## config.mk

```make
export PLATFORM = sky130hd
export DESIGN_NAME = mbox_doorbell_top
export DESIGN_NICKNAME = d
export VERILOG_FILES = /design/src/rtl/mbox_pkg.sv /design/src/rtl/mbox_ctrl_fsm.sv /design/src/rtl/mbox_wbuf.sv /design/src/rtl/mbox_rbuf.sv /design/src/rtl/mbox_doorbell_top.sv
export SDC_FILE = /design/constraint.sdc
export NUM_CORES = 1
export LEC_CHECK = 0
export BUFFER_PORTS_ARGS = -buffer_cell sky130_fd_sc_hd__buf_2
export CORE_UTILIZATION = 35
export DETAILED_ROUTE_END_ITERATION = 10
export PLACE_DENSITY = 0.6
export SLEW_MARGIN = 40
export SYNTH_ARGS = -nofsm -noshare
export SYNTH_HDL_FRONTEND = slang
export SYNTH_SLANG_ARGS = --single-unit
```

## constraint.sdc

```tcl
create_clock -name clk -period 2.7 [get_ports clk]
set_clock_uncertainty 0.15 [all_clocks]
set_input_delay 0.405 -clock clk [delete_from_list [all_inputs] [get_ports clk]]
set_output_delay 0.405 -clock clk [all_outputs]
set_load 0.02 [all_outputs]
```

## src/rtl/mbox_pkg.sv

```systemverilog
package mbox_pkg;

    // Host map: fixed offsets, the controller firmware and host software rely on them
    localparam logic [7:0] OFS_CMD  = 8'h00;
    localparam logic [7:0] OFS_STAT = 8'h04;
    localparam logic [7:0] OFS_WBUF = 8'h80;
    localparam logic [7:0] OFS_RBUF = 8'h90;

    typedef enum logic {
        ST_IDLE,
        ST_BUSY
    } mbox_state_e;

    typedef struct packed {
        logic [7:0] rsvd_hi;
        logic [7:0] size;
        logic [3:0] sub;
        logic [2:0] rsvd_lo;
        logic       ioc;
        logic [7:0] code;
    } cmd_word_t;

    typedef struct packed {
        logic [7:0] rsvd_hi;
        logic [7:0] err_code;
        logic [7:0] init_id;
        logic [3:0] cmd_id;
        logic [1:0] rsvd_lo;
        logic       err;
        logic       busy;
    } stat_word_t;

endpackage

```

## src/rtl/mbox_ctrl_fsm.sv

```systemverilog
module mbox_ctrl_fsm
    import mbox_pkg::*;
(
    input  logic        clk,
    input  logic        rst_n,
    input  logic        cmd_wr,
    input  logic [31:0] cmd_wdata,
    input  logic        done,
    input  logic        done_err,
    input  logic [7:0]  done_code,
    output logic        busy,
    output logic        err,
    output logic [7:0]  err_code,
    output logic [3:0]  sub_id,
    output logic [31:0] cmd_q,
    output logic        doorbell,
    output logic        irq_done,
    output logic        overrun
);

    mbox_state_e state, state_n;
    logic        ioc_q;
    cmd_word_t   cmd_in;

    assign cmd_in = cmd_word_t'(cmd_wdata);
    assign busy   = (state == ST_BUSY);

    // state register
    always_ff @(posedge clk or negedge rst_n) begin
        if (!rst_n) begin
            state <= ST_IDLE;
        end else begin
            state <= state_n;
        end
    end

    // transitions: ACCEPT, REJECT, FINISH, STRAY_DONE
    always_comb begin
        state_n = state;
        unique case (state)
            ST_IDLE: begin
                if (cmd_wr) begin
                    state_n = ST_BUSY;
                end
            end
            ST_BUSY: begin
                if (done) begin
                    state_n = ST_IDLE;
                end
            end
        endcase
    end

    // outputs and captured fields
    always_ff @(posedge clk or negedge rst_n) begin
        if (!rst_n) begin
            cmd_q    <= '0;
            ioc_q    <= 1'b0;
            sub_id   <= '0;
            err      <= 1'b0;
            err_code <= '0;
            doorbell <= 1'b0;
            irq_done <= 1'b0;
            overrun  <= 1'b0;
        end else begin
            doorbell <= 1'b0;
            irq_done <= 1'b0;
            unique case (state)
                ST_IDLE: begin
                    if (cmd_wr) begin
                        cmd_q    <= cmd_wdata;
                        ioc_q    <= cmd_in.ioc;
                        sub_id   <= cmd_in.sub;
                        err      <= 1'b0;
                        err_code <= '0;
                        doorbell <= 1'b1;
                    end
                end
                ST_BUSY: begin
                    if (cmd_wr) begin
                        overrun <= 1'b1;
                    end
                    if (done) begin
                        err      <= done_err;
                        err_code <= done_code;
                        irq_done <= ioc_q;
                    end
                end
            endcase
        end
    end

    a_r2_ring_on_accept: assert property (@(posedge clk) disable iff (!rst_n)
        (cmd_wr && !busy) |=> (doorbell && busy && cmd_q == $past(cmd_wdata)));

    a_r2_doorbell_single: assert property (@(posedge clk) disable iff (!rst_n)
        doorbell |=> !doorbell);

    a_r6_reject_busy: assert property (@(posedge clk) disable iff (!rst_n)
        (cmd_wr && busy) |=> (overrun && !doorbell && $stable(cmd_q) && $stable(sub_id)));

    a_r6_overrun_sticky: assert property (@(posedge clk) disable iff (!rst_n)
        overrun |=> overrun);

    a_r4_release: assert property (@(posedge clk) disable iff (!rst_n)
        (done && busy) |=> (!busy && err == $past(done_err) && err_code == $past(done_code)));

    a_r5_irq_after_finish: assert property (@(posedge clk) disable iff (!rst_n)
        irq_done |-> ($past(done) && $past(busy)));

    a_r7_stray_done: assert property (@(posedge clk) disable iff (!rst_n)
        (done && !busy && !cmd_wr) |=> ($stable(err) && $stable(err_code) && !irq_done));

endmodule

```

## src/rtl/mbox_wbuf.sv

```systemverilog
module mbox_wbuf #(
    parameter int BUF_WORDS = 4,
    localparam int IDX_W    = (BUF_WORDS > 1) ? $clog2(BUF_WORDS) : 1
) (
    input  logic             clk,
    input  logic             rst_n,
    input  logic             wr_en,
    input  logic [IDX_W-1:0] wr_idx,
    input  logic [3:0]       wr_be,
    input  logic [31:0]      wr_data,
    input  logic [IDX_W-1:0] rd_idx,
    output logic [31:0]      rd_data
);

    logic [BUF_WORDS-1:0][31:0] mem;

    for (genvar w = 0; w < BUF_WORDS; w++) begin : g_word
        for (genvar b = 0; b < 4; b++) begin : g_byte
            always_ff @(posedge clk or negedge rst_n) begin
                if (!rst_n) begin
                    mem[w][8*b +: 8] <= '0;
                end else if (wr_en && wr_idx == IDX_W'(w) && wr_be[b]) begin
                    mem[w][8*b +: 8] <= wr_data[8*b +: 8];
                end
            end
        end
    end

    assign rd_data = mem[rd_idx];

    a_r8_idle_stable: assert property (@(posedge clk) disable iff (!rst_n)
        !wr_en |=> $stable(mem));

    a_r8_masked_lane: assert property (@(posedge clk) disable iff (!rst_n)
        (wr_en && !wr_be[0]) |=> $stable(mem[$past(wr_idx)][7:0]));

endmodule

```

## src/rtl/mbox_rbuf.sv

```systemverilog
module mbox_rbuf #(
    parameter int BUF_WORDS = 4,
    localparam int IDX_W    = (BUF_WORDS > 1) ? $clog2(BUF_WORDS) : 1
) (
    input  logic             clk,
    input  logic             rst_n,
    input  logic             fill_en,
    input  logic [IDX_W-1:0] fill_idx,
    input  logic [31:0]      fill_data,
    input  logic [IDX_W-1:0] rd_idx,
    output logic [31:0]      rd_word
);

    logic [BUF_WORDS-1:0][31:0] mem;

    for (genvar w = 0; w < BUF_WORDS; w++) begin : g_word
        always_ff @(posedge clk or negedge rst_n) begin
            if (!rst_n) begin
                mem[w] <= '0;
            end else if (fill_en && fill_idx == IDX_W'(w)) begin
                mem[w] <= fill_data;
            end
        end
    end

    assign rd_word = mem[rd_idx];

    a_r9_fill_lands: assert property (@(posedge clk) disable iff (!rst_n)
        fill_en |=> (mem[$past(fill_idx)] == $past(fill_data)));

    a_r10_no_fill_stable: assert property (@(posedge clk) disable iff (!rst_n)
        !fill_en |=> $stable(mem));

endmodule

```

## src/rtl/mbox_doorbell_top.sv

```systemverilog
module mbox_doorbell_top
    import mbox_pkg::*;
#(
    parameter int         BUF_BYTES = 16,
    parameter logic [7:0] INIT_ID   = 8'h5A,
    localparam int        BUF_WORDS = BUF_BYTES / 4,
    localparam int        IDX_W     = (BUF_WORDS > 1) ? $clog2(BUF_WORDS) : 1
) (
    input  logic             clk,
    input  logic             rst_n,
    input  logic             h_wr_en,
    input  logic             h_rd_en,
    input  logic [7:0]       h_addr,
    input  logic [31:0]      h_wdata,
    input  logic [3:0]       h_be,
    input  logic             h_rd_size,
    output logic [31:0]      h_rdata,
    output logic             h_irq_done,
    output logic             h_overrun,
    output logic             c_doorbell,
    output logic [31:0]      c_cmd,
    input  logic [IDX_W-1:0] c_wbuf_idx,
    output logic [31:0]      c_wbuf_rdata,
    input  logic             c_rbuf_we,
    input  logic [IDX_W-1:0] c_rbuf_idx,
    input  logic [31:0]      c_rbuf_wdata,
    input  logic             c_done,
    input  logic             c_done_err,
    input  logic [7:0]       c_done_code
);

    // address decode
    logic             hit_cmd, hit_stat, hit_wbuf, hit_rbuf;
    logic [IDX_W-1:0] wb_idx, rb_idx;

    assign hit_cmd  = (h_addr[7:2] == OFS_CMD[7:2]);
    assign hit_stat = (h_addr[7:2] == OFS_STAT[7:2]);
    assign hit_wbuf = (h_addr >= OFS_WBUF) && (32'(h_addr) < 32'(OFS_WBUF) + BUF_BYTES);
    assign hit_rbuf = (h_addr >= OFS_RBUF) && (32'(h_addr) < 32'(OFS_RBUF) + BUF_BYTES);
    assign wb_idx   = IDX_W'((h_addr - OFS_WBUF) >> 2);
    assign rb_idx   = IDX_W'((h_addr - OFS_RBUF) >> 2);

    // sequencing and status fields
    logic       busy, err;
    logic [7:0] err_code;
    logic [3:0] sub_id;

    mbox_ctrl_fsm u_fsm (
        .clk       (clk),
        .rst_n     (rst_n),
        .cmd_wr    (h_wr_en && hit_cmd),
        .cmd_wdata (h_wdata),
        .done      (c_done),
        .done_err  (c_done_err),
        .done_code (c_done_code),
        .busy      (busy),
        .err       (err),
        .err_code  (err_code),
        .sub_id    (sub_id),
        .cmd_q     (c_cmd),
        .doorbell  (c_doorbell),
        .irq_done  (h_irq_done),
        .overrun   (h_overrun)
    );

    // outbound buffer: host writes, controller reads
    mbox_wbuf #(.BUF_WORDS(BUF_WORDS)) u_wbuf (
        .clk     (clk),
        .rst_n   (rst_n),
        .wr_en   (h_wr_en && hit_wbuf),
        .wr_idx  (wb_idx),
        .wr_be   (h_be),
        .wr_data (h_wdata),
        .rd_idx  (c_wbuf_idx),
        .rd_data (c_wbuf_rdata)
    );

    // inbound buffer: controller writes, host reads
    logic [31:0] rbuf_word;

    mbox_rbuf #(.BUF_WORDS(BUF_WORDS)) u_rbuf (
        .clk       (clk),
        .rst_n     (rst_n),
        .fill_en   (c_rbuf_we),
        .fill_idx  (c_rbuf_idx),
        .fill_data (c_rbuf_wdata),
        .rd_idx    (rb_idx),
        .rd_word   (rbuf_word)
    );

    // host read path
    stat_word_t  stat;
    logic [31:0] rd_word, rd_shift, rd_next;

    always_comb begin
        stat          = '0;
        stat.busy     = busy;
        stat.err      = err;
        stat.cmd_id   = sub_id;
        stat.init_id  = INIT_ID;
        stat.err_code = err_code;
    end

    always_comb begin
        if (hit_stat) begin
            rd_word = stat;
        end else if (hit_rbuf) begin
            rd_word = rbuf_word;
        end else begin
            rd_word = '0;
        end
        rd_shift = rd_word >> {h_addr[1:0], 3'b000};
        rd_next  = h_rd_size ? rd_word : {24'h0, rd_shift[7:0]};
    end

    always_ff @(posedge clk or negedge rst_n) begin
        if (!rst_n) begin
            h_rdata <= '0;
        end else if (h_rd_en) begin
            h_rdata <= rd_next;
        end
    end

    a_r9_byte_upper_zero: assert property (@(posedge clk) disable iff (!rst_n)
        (h_rd_en && !h_rd_size) |=> (h_rdata[31:8] == 24'h0));

    a_r9_rdata_hold: assert property (@(posedge clk) disable iff (!rst_n)
        !h_rd_en |=> $stable(h_rdata));

    a_r3_init_id_field: assert property (@(posedge clk) disable iff (!rst_n)
        (h_rd_en && h_rd_size && hit_stat) |=> (h_rdata[15:8] == INIT_ID && h_rdata[31:24] == 8'h0));

endmodule

```

# == After elaboration in Yosys (flattened, before gate mapping) ==
# Cells that the tools add are included.
# classes
addsub,2
n_lt_le_gt_ge,6
n_eq_ne,9
shift,1
mux,19
bitwise,1
n_reduce_logical,34
# op_table
operator,n
two-way mux 32 bit,5
binary-select mux 32 bit (select 2 bit),2
>> shifter 32 x 5 -> 8 bit,1
logical AND 1 bit,28
>= comparator 8 bit (second input constant),2
less-than comparator 8 bit (second input constant),2
two-way mux 8 bit,2
one-hot mux 8 bit (2 select lines),1
equality test 2 bit (second input constant),4
subtractor 4 x 1 -> 4 bit (second input constant),2
two-way mux 1 bit,7
equality test 6 x 1 -> 1 bit (second input constant),1
zero test 6 bit,1
less-than comparator 2 x 3 -> 1 bit (second input constant),2
AND reduction 2 bit,3
equality test 2 x 1 -> 1 bit (second input constant),2
zero test 2 bit,2
one-hot mux 1 bit (2 select lines),2
!= test 2 x 1 -> 1 bit (second input constant),1
!= test 2 bit (second input constant),1
inverter 1 bit,1
# word_totals
ff_bits,338

# == Logic depth before layout (Yosys ltp) ==
# Gate-level depths: netlist (run 1).
# logic_depth
depth_word,7
depth_mapped,8

# == By module ==
# From an unflattened synthesis (run 1), not the netlist that was laid out.
# hier_totals
hier_cells,954
area_unflattened_um2,15112.0
# by_module_without_submodules
module,instances,cells_per_inst,area_each_um2
mbox_wbuf,1,319,5808.1
mbox_rbuf,1,311,5499.0
mbox_doorbell_top,1,213,1906.8
mbox_ctrl_fsm,1,111,1898.1

# == Worst setup path before layout (run 1) ==
# OpenSTA, ideal clock, no wires.
# synth_timing
path_kind,in2out
from,input c_wbuf_idx[0]
to,output c_wbuf_rdata[0]
t_arrival_ns,1.529
required_time_ns,2.145
path_slack_ns,0.616
cell_stages,3
n_path_buf,2
cell_sequence,clkbuf_1 -> buf_2 -> mux4_2
# synth_between
elab_chain_cells,2
# synth_lines
element,line,source
start: declaration,mbox_doorbell_top.sv:22,"input logic [IDX_W-1:0] c_wbuf_idx,"
binary-select mux 32 bit (select 2 bit),mbox_wbuf.sv:29,assign rd_data = mem[rd_idx];
two-way mux 32 bit (not written as such),mbox_wbuf.sv:29,
end: declaration,mbox_doorbell_top.sv:23,"output logic [31:0] c_wbuf_rdata,"
# Every way passes these cells. The select of a mux whose other input is x is not followed.

# == Final worst setup path (run 1) ==
# layout_timing
from,register u_wbuf.mem[121] in the netlist's numbering
to,output c_wbuf_rdata[25]
# layout_between
elab_chain_cells,2
# layout_lines
element,line,source
start: declaration,mbox_wbuf.sv:15,logic [BUF_WORDS-1:0][31:0] mem;
start signal: indexed assignment,mbox_wbuf.sv:23,mem[w][8*b +: 8] <= wr_data[8*b +: 8];
binary-select mux 32 bit (select 2 bit),mbox_wbuf.sv:29,
two-way mux 32 bit (not written as such),mbox_wbuf.sv:29,
# Every way passes these cells. The select of a mux whose other input is x is not followed.

==> metrics.cfg, run 1 <==
[outcome]
status = finished clean

[cts]
cts_sinks = 333
cts_buffer_depth = 3
cts_tree = yes
hold_buffers = 23
htreeDepth = 2
numCtsBuffers = 37
cts_resized = 0
cts_root_buf = clkbuf_16
clk_latency_ns = 0.52
clkSlewWorstSetupHoldPaths_ns = 0.06
cts_setup_buffers = 0

[logic_synthesis]
synth_top_flop_cell = dfrtp_1
postSynthAreaPerCell_sq_um = 15.06
ys_ff_latch = 333
synth-seq-area-share = 0.5623
synth_cell_type_count = 46
synth_area_sq_mm = 0.01482
synthCells = 984
yosysWarnings = 0
synth_edf_count = 0
synth_top_area_share = 0.5623
synth-async-reset-ratio = 1.000
synth.area.top_cells = dfrtp_1 56%, mux2_2 21%, mux4_2 10%
synth_nets = 1080
synth_top_cell_by_area = dfrtp_1

[timing]
setup-tns-final_ns = 0
grt_setup_unrepaired = no
fin_crit_sh = 0.7866
max_slew_margin = 0.5916
drv_slew = 0
setup_viol = 0
fmax_mhz = 470.8
timing.final.crit_period_ns = 2.124
tightestPinTransition_ns = 0.6100
final_hold_viol_count = 0

[power_and_ir_drop]
pwr-share-seq = 0.483
p_comb_frac = 0.151
leakagePower_nw = 8.293
finalPower_mw = 12.55
power.switching_mw = 3.246
p_per_area_mw_per_mm2 = 705.5
switching_share = 0.2586
irDropWorstVdd_mv = 0.3220
clkPwrFrac = 0.366
p_int_mw = 9.304

[drt]
post-route-drc-count = 0
first_pass_iters = 4
routed_wirelength_microns = 36900
ant_nets = 0
dr_wl_met2_microns = 17580
vias_per_cell = 5.211
routed.top_layer = met5
wl_met3_microns = 2054
vias = 9234
wl_per_cell_microns = 20.83
m1WireLength_microns = 16680
first_iter_violations = 559

[placement]
gp_congestion = 0.7660
placed_cell_area_sq_mm = 0.01647
io_buffer_count = 194
post-dp-hpwl_microns = 25350

[floorplanning]
core-area_sq_mm = 0.04185
die_h_microns = 207.8
die_x_microns = 207.8
rows = 75
boundaryPins = 195
die_area_sq_mm = 0.04317
start_util = 0.3541

[worst_setup_path]
crit_required_ns = 2.14
crit_chain = mux4_2, buf_2
crit_path_end_kind = output pin
cp_slowest_stage_delay_ns = 0.50
setup.worst_path.start_class = flop
path_class = flop to output pin
path_buf_inv = 1
arrival_ns = 1.57
crit_fanout = 2
cpMaxStageDelayCell = mux4_2
cpLargestDelayFamily = multiplexers

[layout]
final_common_cell = dfrtp_1
nFillCells = 3898
final_area_sq_mm = 0.01779
mostFrequentLayoutCells = 333 x dfrtp_1, 272 x mux2_2, 193 x buf_2
nNetsFinal = 1307
syn2layout_area_growth_pct = 20.04
layout-drive-gt1-share = 0.5089

[grt]
overflow = 0
grtUsageTotal = 0.1731
grt_pass1_vias = 9609
grt_max_degree = 80
grt_pass1_wl_microns = 57660
grt_antenna_before_repair = 3

[job]
cap_violations = 0

[min_path]
hold_class = primary input to flop

## path summary, 6_finish.rpt
kind | from | endpoint | slack (ns) | cells after the start
setup / recovery | u_wbuf.mem[121] | c_wbuf_rdata[25] | 0.58 | 2
hold / removal | c_done_code[6] | u_fsm.err_code[6] | 0.007 | 3
setup reg to reg | u_fsm.busy | u_fsm.cmd_q[15] | 0.78 | 3
hold reg to reg | u_fsm.overrun | u_fsm.overrun | 0.32 | 1
max in group asynchronous | rst_n | u_rbuf.mem[106] | 1.34 | 3
min in group asynchronous | rst_n | u_wbuf.mem[52] | 0.26 | 2
## power by group through the flow
stage	clock, mW	sequential (mW)	combinational (mW)
after global placement	0	6.12	1.84
after global routing	4.94	6.14	2.05
after detailed placement	0	6.15	1.89
after CTS	4.74	6.06	1.92
after floorplan	0	6.09	1.18
final	4.60	6.06	1.89
## area by class of cell
cell class,instances,area [sq um],share of cell area
clock buffers,52,1032,0.05803
inverters,26,97.59,0.005486
flip-flops and latches,333,8333,0.4685
clock inverters,8,48.80,0.002743
repair buffers,246,1529,0.08595
diodes,1,2.502,0.0001407
well taps,539,674.4,0.03791
multi-input cells,567,6071,0.3413
## synthesized netlist by cell type (4+ instances only)
| cell type | instances |
|---|---|
| a211oi_1 | 11 |
| a21oi_1 | 13 |
| a22o_1 | 8 |
| a22oi_1 | 9 |
| and2_1 | 7 |
| buf_1 | 8 |
| buf_2 | 17 |
| buf_4 | 7 |
| buf_6 | 8 |
| clkbuf_1 | 18 |
| dfrtp_1 | 333 |
| inv_1 | 26 |
| mux2_1 | 20 |
| mux2_2 | 272 |
| mux2i_1 | 12 |
| mux4_2 | 66 |
| nand2_1 | 47 |
| nand2_2 | 5 |
| nand3_1 | 11 |
| nand3_2 | 4 |
| nor2_1 | 5 |
| nor2b_1 | 7 |
| o21ai_0 | 29 |
| o22ai_1 | 11 |
## state kept, by name, summed over array words and instances, names as in the netlist, 8 cells and up
register,count
h_rdata,32
u_fsm.cmd_q,32
u_fsm.err_code,8
u_rbuf.mem,128
u_wbuf.mem,128
## through the flow
| step | util | setup slack (ns) | hold slack (ns) | std cells |
|---|---|---|---|---|
| floorplan | - | 0.6160 | -0.04059 | 984 |
| global placement | 0.3936 | 0.09067 | 0.2076 | 1688 |
| detailed placement | 0.3936 | 0.2581 | 0.2095 | 1688 |
| CTS | 0.4250 | 0.5351 | 0.0004366 | 1771 |
| global route | 0.4250 | 0.5173 | 0.008736 | 1771 |
| finish | 0.4250 | 0.5761 | 0.006554 | 1772 |
## cells by family (layout without fill, tap and decap cells)
| logic type | count (synthesis) | after routing | share of synthesized area |
|---|---|---|---|
| muxes | 370 | 370 | 0.3303 |
| DFF | 333 | 333 | 0.5623 |
| and+or+nand+nor | 106 | 106 | 0.03951 |
| AOI/OAI and AO/OA | 91 | 91 | 0.03935 |
| buffers and inverters | 84 | 332 | 0.02854 |
| other | 0 | 1 | 0 |
## metal layers
layer | track usage | vias up
met5 | 0 | -
met4 | 0.04036 | 4
met3 | 0.03147 | 45
met2 | 0.2791 | 259
met1 | 0.2428 | 4827
li1 | - | 4099
## worst min-delay path: stages
cell	delay (ns)
buf_2	0.11
nand2_1	0.05
o21ai_0	0.07
(Power assumes the default switching activity.)
==> run 2: changes to the inputs <==
==> constraint.sdc (replaced) <==
create_clock -name clk -period 2.02 [get_ports clk]
set_clock_uncertainty 0.15 [all_clocks]
set_input_delay 0.303 -clock clk [delete_from_list [all_inputs] [get_ports clk]]
set_output_delay 0.303 -clock clk [all_outputs]
set_load 0.02 [all_outputs]
==> run 2 against run 1 <==
Compared with the run above:
- the run now ends with negative setup slack left
- register-to-register slack worse by 0.56 ns
- combinational power rose by 48%
- non-clock buffer count is 95 higher
- clock-buffer cell count is 4 higher
- critical path depth did not move
- critical path type unchanged
- largest cell class unchanged
- largest power group unchanged
- highest routed layer is now met4
==> metrics.cfg, run 2 (synthesis gave the netlist of run 1 again) <==
[drt]
wl_per_cell_microns = 20.61  ; was 20.83 microns
vias = 9573  ; was 9234
routed_wirelength_microns = 38560  ; was 36900 microns
ant_nets = 0  ; unchanged
post-route-drc-count = 0  ; unchanged
vias_per_cell = 5.117  ; was 5.211
first_iter_violations = 446  ; was 559
first_pass_iters = 4  ; unchanged

[timing]
drv_slew = 0  ; unchanged
fmax_mhz = 490.6
fin_crit_sh = 1.009
max_slew_margin = 0.6370  ; was 0.5916
grt_setup_unrepaired = yes  ; was no
fin_ws_ns = -0.01839  ; was 0.5761 ns
tightestPinTransition_ns = 0.5439  ; was 0.6100 ns
final_hold_viol_count = 0  ; unchanged
setup_viol = 5  ; was 0
setup-tns-final_ns = -0.03796  ; was 0 ns
hold_ws_ns = 0.09112  ; was 0.006554 ns
timing.final.crit_period_ns = 2.038

[power_and_ir_drop]
clkPwrFrac = 0.381  ; was 0.366
p_comb_frac = 0.159  ; was 0.151
p_int_mw = 13.10  ; was 9.304 mW
pwr-share-seq = 0.460  ; was 0.483
switching_share = 0.2552  ; was 0.2586
irDropWorstVdd_mv = 0.7352  ; was 0.3220 mV
p_per_area_mw_per_mm2 = 918.2  ; was 705.5 mW/mm^2
power.switching_mw = 4.489  ; was 3.246 mW
finalPower_mw = 17.59  ; was 12.55 mW
leakagePower_nw = 8.888  ; was 8.293 nW

[floorplanning]
die_x_microns = 207.8  ; unchanged
core-area_sq_mm = 0.04185  ; unchanged
rows = 75  ; unchanged
boundaryPins = 195  ; unchanged
start_util = 0.3541  ; unchanged
die_h_microns = 207.8  ; unchanged
die_area_sq_mm = 0.04317  ; unchanged

[worst_setup_path]
r2r_end = h_rdata[5]  ; was u_fsm.cmd_q[15]
cp_slowest_stage_delay_ns = 0.52  ; was 0.50 ns
crit_fanout = 2  ; unchanged
arrival_ns = 1.59  ; was 1.57 ns
crit_chain = mux4_2, buf_6  ; was mux4_2, buf_2
timing.rr.start = u_rbuf.mem[109]  ; was u_fsm.busy
setup.worst_path.start_class = flop  ; unchanged
r2r_slack_ns = 0.22  ; was 0.78 ns
path_class = flop to output pin  ; unchanged
crit_required_ns = 1.57  ; was 2.14 ns
rr_worst_depth = 4  ; was 3
crit_path_end_kind = output pin  ; unchanged
cpMaxStageDelayCell = mux4_2  ; unchanged

[grt]
grt_pass1_vias = 10320  ; was 9609
grt_max_degree = 66  ; was 80
overflow = 0  ; unchanged
grt_antenna_before_repair = 0  ; was 3
grtUsageTotal = 0.1823  ; was 0.1731
grt_pass1_wl_microns = 60830  ; was 57660 microns

[outcome]
violations = negative setup slack
status = complete, but fails checks  ; was finished clean

[cts]
clk_latency_ns = 0.53  ; was 0.52 ns
cts_buffer_depth = 3  ; unchanged
numCtsBuffers = 38  ; was 37
clkSlewWorstSetupHoldPaths_ns = 0.06  ; about the same
htreeDepth = 2  ; unchanged
cts_tree = yes  ; unchanged
cts_root_buf = clkbuf_16  ; unchanged
cts_sinks = 333  ; unchanged

[layout]
nFillCells = 3790  ; was 3898
multiInputGateArea_sq_mm = 0.006068  ; was 0.006071 sq mm
num_antenna_cells = 0  ; was 1
syn2layout_area_growth_pct = 29.30  ; was 20.04%
seq_area_sq_mm = 0.008333  ; unchanged
final_common_cell = dfrtp_1  ; unchanged
mostFrequentLayoutCells = 333 x dfrtp_1, 272 x mux2_2, 162 x buf_2  ; was 333 x dfrtp_1, 272 x mux2_2, 193 x buf_2
layout-drive-gt1-share = 0.5038  ; was 0.5089
reg_top3 = u_rbuf.mem: 128 flops, u_wbuf.mem: 128 flops  ; unchanged
nNetsFinal = 1403  ; was 1307

[job]
cap_violations = 0  ; unchanged

[placement]
gp_congestion = 0.7790  ; was 0.7660
place_ws_ns = -0.1553  ; was 0.2581 ns
post-dp-hpwl_microns = 26340  ; was 25350 microns
io_buffer_count = 194  ; unchanged

[min_path]
hold_class = primary input to asynchronous set/reset pin  ; was primary input to flop

## run 2: cell count changes in the layout (fill, tap and decap cells not counted), sizes merged
cell	before	now
clkbuf	52	56
clkinvlp	2	1
inv	26	28
buf	223	265
bufinv	0	2
dlygate4sd3	23	76
clkinv	6	4
diode	1	0
## run 2: through the flow
step,instance area (sq um),util,cells
global route,19160,0.4578,1871
global placement,16950,0.4049,1723
finish,19160,0.4578,1871
CTS,19100,0.4564,1866
floorplan,14820,-,984
detailed placement,16950,0.4049,1723
## run 2: power by group through the flow
stage / Combinational, mW / Clock, mW / Sequential [mW]
final: 2.80 / 6.70 / 8.10
after global routing: 3.01 / 7.20 / 8.21
after CTS: 2.81 / 6.92 / 8.10
after detailed placement: 2.60 / 0 / 8.21
after global placement: 2.55 / 0 / 8.17
after floorplan: 1.58 / 0 / 8.13
## run 2: how the worst max path moves through the flow
stage / start / endpoint / slack (ns) / cells past startpoint
2_1_floorplan: c_wbuf_idx[0] / c_wbuf_rdata[0] / 0.14 / 3
3_5_place_dp: h_addr[2] / u_wbuf.mem[27] / -0.16 / 6
4_1_cts: u_wbuf.mem[21] / c_wbuf_rdata[21] / -0.06 / 2
5_1_grt: u_wbuf.mem[97] / c_wbuf_rdata[1] / -0.06 / 2
6_report: u_wbuf.mem[109] / c_wbuf_rdata[13] / -0.02 / 2
3_3_place_gp: h_addr[7] / h_rdata[7] / -0.12 / 8
## run 2: critical path, delay by kind of cell, from the launching register on
| kind | cells | cell delay (ns) |
|---|---|---|
| flops | 1 | 0.37 |
| buf+inv | 1 | 0.16 |
| mux | 1 | 0.52 |
## run 2: what timing repair did
item	4_1_cts	5_1_grt
setup endpoints to repair	28	32
gates resized for setup	55	7
hold buffers	76	0
setup buffers	2	5
hold endpoints to repair	632	0
## run 2: layout make-up
class / instances / share of cell area
Sequential cell: 333 / 0.4349
Multi-Input combinational cell: 567 / 0.3167
Clock inverter: 9 / 0.006073
Inverter: 26 / 0.005093
Tap cell: 539 / 0.03520
Timing Repair Buffer: 341 / 0.1452
Clock buffer: 56 / 0.05688
## run 2: routing by layer
| metal | vias to the layer above | track usage | share of wire |
|---|---|---|---|
| met2 | 236 | 0.3022 | 0.49 |
| met5 | - | 0 | 0 |
| met3 | 45 | 0.03101 | 0.045 |
| met4 | 0 | 0.04751 | 0.019 |
| li1 | 4288 | - | - |
| met1 | 5004 | 0.2478 | 0.45 |
